`src/rtl/swap_codec_pkg.sv`:
```
`timescale 1ns/1ps
package swap_codec_pkg;
  localparam int unsigned MAX_W = 4;
  localparam int unsigned MAX_N = 1 << MAX_W;

  // index of the set bit in a one-hot vector (zero when empty)
  function automatic logic [MAX_W-1:0] onehot_idx(input logic [MAX_N-1:0] hot);
    logic [MAX_W-1:0] idx;
    idx = '0;
    for (int i = 0; i < MAX_N; i++) begin
      if (hot[i]) idx = idx | MAX_W'(i);
    end
    return idx;
  endfunction
endpackage

```
`src/rtl/swap_table.sv`:
```
`timescale 1ns/1ps
module swap_table #(
  parameter int unsigned W = 2,
  localparam int unsigned N = 1 << W
) (
  input  logic                  clk_i,
  input  logic                  rst_ni,
  input  logic                  upd_i,
  input  logic [W-1:0]          sym_i,
  output logic [N-1:0][W-1:0]   tab_o
);
  logic [N-1:0][W-1:0] tab_q, tab_d;
  logic [W-1:0]        succ;

  assign succ = sym_i + 1'b1;  // wraps modulo 2^W

  always_comb begin
    tab_d        = tab_q;
    tab_d[sym_i] = tab_q[succ];
    tab_d[succ]  = tab_q[sym_i];
  end

  always_ff @(posedge clk_i or negedge rst_ni) begin
    if (!rst_ni) begin
      for (int k = 0; k < N; k++) tab_q[k] <= W'(k);
    end else if (upd_i) begin
      tab_q <= tab_d;
    end
  end

  assign tab_o = tab_q;

  p_swap_pair_r3: assert property (@(posedge clk_i) disable iff (!rst_ni)
    upd_i |=> tab_q[$past(sym_i)] == $past(tab_q[succ]));

  p_swap_back_r3: assert property (@(posedge clk_i) disable iff (!rst_ni)
    upd_i |=> tab_q[$past(succ)] == $past(tab_q[sym_i]));

  p_idle_table_r7: assert property (@(posedge clk_i) disable iff (!rst_ni)
    !upd_i |=> $stable(tab_q));
endmodule

```
`src/rtl/swap_encoder.sv`:
```
`timescale 1ns/1ps
module swap_encoder #(
  parameter int unsigned AW = 32,
  parameter int unsigned W  = 2,
  localparam int unsigned N = 1 << W
) (
  input  logic          clk_i,
  input  logic          rst_ni,
  input  logic          valid_i,
  input  logic [AW-1:0] addr_i,
  output logic [AW-1:0] bus_o,
  output logic          vld_o
);
  logic [N-1:0][W-1:0] tab;
  logic [W-1:0]        sym, code;
  logic [AW-1:0]       bus_q;
  logic                vld_q;
  logic [W-1:0]        last_sym_q;

  assign sym = addr_i[W-1:0];

  swap_table #(.W(W)) u_tab (
    .clk_i  (clk_i),
    .rst_ni (rst_ni),
    .upd_i  (valid_i),
    .sym_i  (sym),
    .tab_o  (tab)
  );

  assign code = tab[sym];

  always_ff @(posedge clk_i or negedge rst_ni) begin
    if (!rst_ni) begin
      bus_q      <= '0;
      vld_q      <= 1'b0;
      last_sym_q <= '0;
    end else begin
      vld_q <= valid_i;
      if (valid_i) begin
        bus_q      <= {addr_i[AW-1:W], code};
        last_sym_q <= sym;
      end
    end
  end

  assign bus_o = bus_q;
  assign vld_o = vld_q;

  p_seq_code_r3: assert property (@(posedge clk_i) disable iff (!rst_ni)
    (valid_i && vld_q && sym == W'(last_sym_q + 1'b1))
      |=> bus_o[W-1:0] == $past(bus_o[W-1:0]));

  p_hi_pass_r6: assert property (@(posedge clk_i) disable iff (!rst_ni)
    valid_i |=> bus_o[AW-1:W] == $past(addr_i[AW-1:W]));

  p_idle_hold_r7: assert property (@(posedge clk_i) disable iff (!rst_ni)
    !valid_i |=> $stable(bus_o));
endmodule

```
`src/rtl/swap_decoder.sv`:
```
`timescale 1ns/1ps
module swap_decoder
  import swap_codec_pkg::*;
#(
  parameter int unsigned AW = 32,
  parameter int unsigned W  = 2,
  localparam int unsigned N = 1 << W
) (
  input  logic          clk_i,
  input  logic          rst_ni,
  input  logic          vld_i,
  input  logic [AW-1:0] bus_i,
  output logic [AW-1:0] addr_o
);
  logic [N-1:0][W-1:0] tab;
  logic [N-1:0]        hit;
  logic [W-1:0]        dec_sym;

  // parallel compare of every entry against the received code
  for (genvar k = 0; k < N; k++) begin : g_cmp
    assign hit[k] = (tab[k] == bus_i[W-1:0]);
  end

  assign dec_sym = W'(onehot_idx(MAX_N'(hit)));

  swap_table #(.W(W)) u_tab (
    .clk_i  (clk_i),
    .rst_ni (rst_ni),
    .upd_i  (vld_i),
    .sym_i  (dec_sym),
    .tab_o  (tab)
  );

  assign addr_o = {bus_i[AW-1:W], dec_sym};

  p_one_owner_r9: assert property (@(posedge clk_i) disable iff (!rst_ni)
    $countones(hit) == 1);
endmodule

```
`src/rtl/swap_addr_codec.sv`:
```
`timescale 1ns/1ps
module swap_addr_codec #(
  parameter int unsigned AW = 32,
  parameter int unsigned W  = 2
) (
  input  logic          clk_i,
  input  logic          rst_ni,
  input  logic          valid_i,
  input  logic [AW-1:0] addr_i,
  output logic [AW-1:0] bus_o,
  output logic [AW-1:0] dec_addr_o
);
  if (W < 1 || W > swap_codec_pkg::MAX_W || W >= AW) begin : g_bad_w
    $error("swap_addr_codec: W out of range");
  end

  logic enc_vld;

  swap_encoder #(.AW(AW), .W(W)) u_enc (
    .clk_i   (clk_i),
    .rst_ni  (rst_ni),
    .valid_i (valid_i),
    .addr_i  (addr_i),
    .bus_o   (bus_o),
    .vld_o   (enc_vld)
  );

  swap_decoder #(.AW(AW), .W(W)) u_dec (
    .clk_i  (clk_i),
    .rst_ni (rst_ni),
    .vld_i  (enc_vld),
    .bus_i  (bus_o),
    .addr_o (dec_addr_o)
  );

  p_roundtrip_r8: assert property (@(posedge clk_i) disable iff (!rst_ni)
    enc_vld |-> dec_addr_o == $past(addr_i));
endmodule

```
`config.mk`:
```
export PLATFORM = sky130hd
export DESIGN_NAME = swap_addr_codec
export DESIGN_NICKNAME = d
export VERILOG_FILES = /design/src/rtl/swap_codec_pkg.sv /design/src/rtl/swap_table.sv /design/src/rtl/swap_encoder.sv /design/src/rtl/swap_decoder.sv /design/src/rtl/swap_addr_codec.sv
export SDC_FILE = /design/constraint.sdc
export NUM_CORES = 1
export LEC_CHECK = 0
export ABC_AREA = 1
export BUFFER_PORTS_ARGS = -buffer_cell sky130_fd_sc_hd__buf_4
export CORE_MARGIN = 4
export CORE_UTILIZATION = 36
export DETAILED_ROUTE_END_ITERATION = 8
export GPL_ROUTABILITY_DRIVEN = 0
export PLACE_DENSITY_LB_ADDON = 0.1
export RECOVER_POWER = 50
export SETUP_SLACK_MARGIN = 0.02
export SLEW_MARGIN = 20
export SYNTH_ARGS = -nofsm -noshare
export SYNTH_HDL_FRONTEND = slang
export SYNTH_HIERARCHICAL = 1
export SYNTH_SLANG_ARGS = --single-unit
```
`constraint.sdc`:
```
create_clock -name clk_i -period 3.6 [get_ports clk_i]
set_clock_uncertainty 0.1 [all_clocks]
set_input_delay 0.54 -clock clk_i [delete_from_list [all_inputs] [get_ports clk_i]]
set_output_delay 0.54 -clock clk_i [all_outputs]
set_load 0.05 [all_outputs]
```
# Word level (Yosys, flattened, before mapping)

Index checks and enable logic that the tools add are counted.

Add/sub/neg operators: 2
$lt $le $gt $ge: 8
Equal/unequal tests: 3
Muxes and demuxes: 23
Reductions and logical operators: 4

Operator list:

| kind                  | number |
|---|---|
| $bwmux W8             | 4 |
| $mux W2               | 10 |
| $bmux W2 S2           | 4 |
| $demux W2 S2          | 4 |
| $lt A2 B3 Y1 const B  | 4 |
| $ge A2 B1 Y1 const B  | 4 |
| $eq A2 B2 Y1          | 3 |
| $add A2 B1 Y2 const B | 2 |
| $logic_and A1 B1 Y1   | 4 |
| $mux W1               | 1 |

Register bits: 49
Bits of input ports: 35
Output and inout bits: 64

# Logic depth before layout (Yosys ltp)

Depth in word-level cells: 10
Gate-level depth with buffers: 14
Gate-level depth less buffers: 13

# Hierarchy

Netlist, hierarchy kept.

Modules (own cells, without submodules):

| module       | instances | cells each | area each (µm²) |
|---|---|---|---|
| swap_table   | 2         | 109        | 759.5 |
| swap_encoder | 1         | 161        | 1358.8 |
| swap_decoder | 1         | 61         | 344.1 |

# Worst setup path after synthesis

No wires, ideal clock.

Kind: flip-flop to flip-flop
Start point: register u_enc.bus_q[0] (netlist: u_enc/bus_o[0])
End point: register u_dec.u_tab.tab_q (netlist bit u_dec/u_tab/tab_o[3])
Arrival time: 2417 ps
Required time: 3383 ps
Path slack: 966 ps
Stages on the path, launching flop included: 14
Cell sequence: dfrtp_1 -> nand2_1 -> nand2_1 -> nand2_1 -> nand2_1 -> buf_6 -> inv_8 -> ha_1 -> inv_1 -> nand3_2 -> nand3_1 -> nand2_1 -> nand2_1 -> nand2_1

Longest elaborated chain between the ends: 10
Elaborated cells between the ends (all ways): 23
Those cells by class: add/sub: 1; order compare: 4; eq/ne: 3; mux: 13; reduce/logical: 2

RTL lines:

| what                                                                        | RTL line                           | source |
|---|---|---|
| from (decl)                                                                 | swap_encoder.sv:16                 | `logic [AW-1:0] bus_q;` |
| from (signal assigned)                                                      | swap_encoder.sv:40                 | `bus_q <= {addr_i[AW-1:W], code};` |
| $eq A2 B2 Y1                                                                | swap_decoder.sv:21                 | `assign hit[k] = (tab[k] == bus_i[W-1:0]);` |
| $mux W1                                                                     | swap_codec_pkg.sv:11               | `if (hot[i]) idx = idx \| MAX_W'(i);` |
| $mux W2                                                                     | swap_codec_pkg.sv:11               |  |
| $mux W2 (*)                                                                 | swap_codec_pkg.sv:11               |  |
| named net dec_addr_o[0]                                                     | swap_addr_codec.sv:11              | `output logic [AW-1:0] dec_addr_o` |
| $add A2 B1 Y2, or another cell as far along                                 | swap_table.sv:15                   | `assign succ = sym_i + 1'b1;` |
| $lt A2 B3 Y1 (implied by the code), or another cell as far along            | swap_table.sv:20                   | `tab_d[succ] = tab_q[sym_i];` |
| $logic_and A1 B1 Y1 (implied by the code) / $mux W2 (equally long branches) | swap_table.sv:20, swap_table.sv:19 |  |
| $mux W2 (implied by the code) / $demux W2 S2 (equally long branches)        | swap_table.sv:20, swap_table.sv:19 |  |
| $demux W2 S2 / $bwmux W8 (equally long branches)                            | swap_table.sv:20, swap_table.sv:19 |  |
| $bwmux W8 (*)                                                               | swap_table.sv:20                   |  |
| to (signal assigned)                                                        | swap_table.sv:27                   | `tab_q <= tab_d;` |
| to (decl)                                                                   | swap_table.sv:12                   | `logic [N-1:0][W-1:0] tab_q, tab_d;` |

The timed path passes the listed nets; every way through them passes the cells marked *. The select of a mux whose other input is x is not followed.
A chain may end at the register's enable or synchronous reset.

# Worst setup path after layout

Start point: register u_dec.u_tab.tab_q (netlist bit u_dec/u_tab/tab_o[2])
End point: output dec_addr_o[0]

Longest elaborated chain between the ends: 4

RTL lines:

| what                  | RTL line |
|---|---|
| $eq A2 B2 Y1          | swap_decoder.sv:21 |
| $mux W1               | swap_codec_pkg.sv:11 |
| $mux W2 (2 in series) | swap_codec_pkg.sv:11 |
| to (decl)             | swap_addr_codec.sv:11 |

No other way between the ends.

==> impl_metrics.py <==
metrics = {
    "critical_path": {
        "critPathKind": "reg2out",
        "crit_path_start_kind": "register",
        "path_max_fanout": 14,
        "rrSetupSlack_ns": 1.13,
        "cp.required_ns": 2.96,
        "worstReg2RegEnd": "u_dec/u_tab/tab_o[1]",
        "cp.arrival_ns": 1.85,
        "reg2reg_depth": 12,
        "critPathCaptureType": "output pin",
        "r2r-start": "u_dec/u_tab/tab_o[2]",
    },
    "clocking": {
        "htree_levels": 2,
        "cts-root-buf": "clkbuf_8",
        "cts_buffers": 5,
        "cts_setup_buffers": 0,
        "cts.sinks": 49,
        "insertion_delay_ns": 0.30,
        "ctsResizeCount": 0,
        "tritoncts": "yes",
        "clkSlewWorstSetupHoldPaths_ns": 0.09,
        "hold_buffers": 0,
        "cts_buffer_depth": 2,
    },
    "die": {
        "die_area_um2": 10500,
        "die_y_um": 103,
        "core_area_um2": 8720,
        "die_w_um": 103,
        "io_pins": 99,
        "rows": 34,
        "start_util_pct": 36.9,
    },
    "synth": {
        "synth_compound_area_share_pct": 0,
        "synthXorXnorAreaFrac_pct": 0,
        "synth_top_family_by_area": "simple AND/OR/NAND/NOR gates",
        "yosys_register_bits": 49,
        "yosys.area_share.simple_pct": 40.0,
        "synth_commonest_cells": "nand2_1 (212), dfrtp_1 (41), nand3_1 (36)",
        "yosysSeqAreaShare_pct": 38.4,
        "synthesis.area_um2": 3220,
        "post-synth-top-area-cell": "dfrtp_1",
        "synthFlopType": "dfrtp_1",
        "synth_cell_type_count": 14,
        "syn-num-nets": 491,
        "synth_edf_count": 0,
        "yosys_warnings": 6,
        "async_flop_share_pct": 100,
        "netlist_instances": 440,
        "synthMuxAreaShare_pct": 0,
        "synthAdderAreaFrac_pct": 6.21,
        "yosysMostFrequentCell": "nand2_1",
        "synth_area_leaders": "dfrtp_1 (32%), nand2_1 (25%), buf_4 (7.5%)",
        "synth.avg_cell_area_um2": 7.32,
        "yosysTopAreaCellShare_pct": 31.8,
    },
    "power": {
        "p_seq_share_pct": 32.0,
        "switching_power_w": 0.00117,
        "p_leak_nw": 2.21,
        "pwr_density_cell_nw_per_um2": 605,
        "internal_power_w": 0.00116,
        "p_clk_share_pct": 13.3,
        "combPwrFrac_pct": 54.7,
        "vdd_ir_drop_max_v": 0.000249,
        "p_sw_share_pct": 50.1,
    },
    "route": {
        "viasPerCell": 4.53,
        "dr.pass1.iters": 5,
        "wl_per_cell_um": 12.2,
        "wl_met3_um": 248,
        "ant_nets": 0,
        "routed_wl_um": 7500,
        "vias": 2783,
        "top_layer_used": "met4",
        "detailedRoute.firstIterationViolations": 91,
        "wl_met2_um": 3960,
        "routedLengthMet1_um": 3210,
        "drc": 0,
    },
    "cells_and_area": {
        "synthToLayoutAreaGrowth_pct": 19.4,
        "layout-drive-gt1-share_pct": 30.2,
        "antennaDiodeCount": 0,
        "fin_util_pct": 44.1,
        "nNetsFinal": 557,
    },
    "global_routing": {
        "grt_pass1_wl_um": 12400,
        "track_usage_pct": 14.8,
        "grt_overflow_total": 0,
        "first_global_vias": 2577,
        "grt_max_degree": 50,
        "grt_antenna_before_repair": 0,
    },
    "sta": {
        "worst_slack_ns": 1.11,
        "fin_crit_sh_pct": 69.2,
        "totalNegativeSetupSlack_ns": 0,
        "slew_violations": 38,
        "setup_violations": 0,
        "tightest_slew_ns": 1.73,
        "fmax_ghz": 0.401,
        "rsz0062_at_grt": "false",
        "relSlewSlack_pct": -15.3,
        "min_period_ns": 2.49,
        "finalHoldViolations": 0,
    },
    "run_status": {
        "status": "finished with violations",
        "failed_checks": "capacitance limit, slew limit",
    },
    "placed_design": {
        "portBuffers": 98,
        "hpwlAfterDp_um": 5470,
        "pre_cts_ws_ns": 1.14,
    },
    "job": {
        "maxCapViolCount": 1,
    },
    "worst_hold_path": {
        "hold_path.class": "in2async",
    },
}
how the worst max path moves through the flow:
stage | start | to | slack (ns) | cells after the start
floorplan | u_enc/bus_o[0] | u_dec/u_tab/tab_o[3] | 0.97 | 13
global placement | u_dec/u_tab/tab_o[6] | u_dec/u_tab/tab_o[1] | 1.21 | 12
detailed placement | u_dec/u_tab/tab_o[7] | u_dec/u_tab/tab_o[0] | 1.14 | 12
CTS | u_dec/u_tab/tab_o[7] | dec_addr_o[0] | 1.09 | 5
global route | u_dec/u_tab/tab_o[2] | u_dec/u_tab/tab_o[7] | 0.90 | 12
finish | u_dec/u_tab/tab_o[2] | dec_addr_o[0] | 1.11 | 5
cells in the final DEF (no fill, tap or decap):
cell / instances
buf_4: 97
clkbuf_1: 2
clkbuf_8: 5
clkinv_2: 1
dfrtp_1: 41
dfstp_2: 8
ha_1: 16
inv_1: 34
inv_2: 6
inv_4: 1
inv_8: 2
nand2_1: 212
nand2_2: 17
nand3_1: 36
nand3_2: 16
nor2_1: 12
final cells by class:
class                           count  area (um^2)
Clock buffer                        6         72.6
Sequential cell                    49         1240
Fill cell                         909         4870
Multi-Input combinational cell    309         1490
Clock inverter                      1         5.00
Tap cell                          108          135
Inverter                           43          179
Timing Repair Buffer               98          732
cells by family after synthesis:
kind of cell,count (synthesis)
flops,49
fa+ha+maj,16
buf+inv,82
simple gates,293
power by group through the flow:
stage	clock network, W	logic [W]	registers, W
after global routing	0.000358	0.00141	0.000760
after global placement	0	0.00127	0.000752
final	0.000311	0.00127	0.000745
after CTS	0.000335	0.00127	0.000747
after detailed placement	0	0.00127	0.000756
after floorplan	0	0.000886	0.000846
registers in the layout, indices dropped and copies added (netlist names):
register,cells
u_enc/u_tab/tab_o,8
u_dec/u_tab/tab_o,8
u_enc/bus_o,32
u_enc/vld_o,1
critical path: stages (launching register included):
cell     delay, ns
dfstp_2       0.60
nand2_1       0.06
nand2_1       0.07
nand2_1       0.05
nand2_1       0.46
buf_4         0.31
routing by layer:
metal,vias to the layer above,global-route usage [%]
met3,7,3.45
met4,0,3.63
met2,50,24.6
met1,1297,19.4
met5,-,0
li1,1429,-
metrics by stage:
stage                     hold slack, ns  std cells  power (W)  instance area [um^2]
after floorplan                    0.144        440    0.00173                  3220
after global placement             0.380        607    0.00202                  3770
after detailed placement           0.388        607    0.00202                  3770
after CTS                          0.179        614    0.00235                  3850
after global routing               0.181        614    0.00252                  3850
final                              0.146        614    0.00233                  3850
Note: power is estimated with default switching activity, not from simulation.
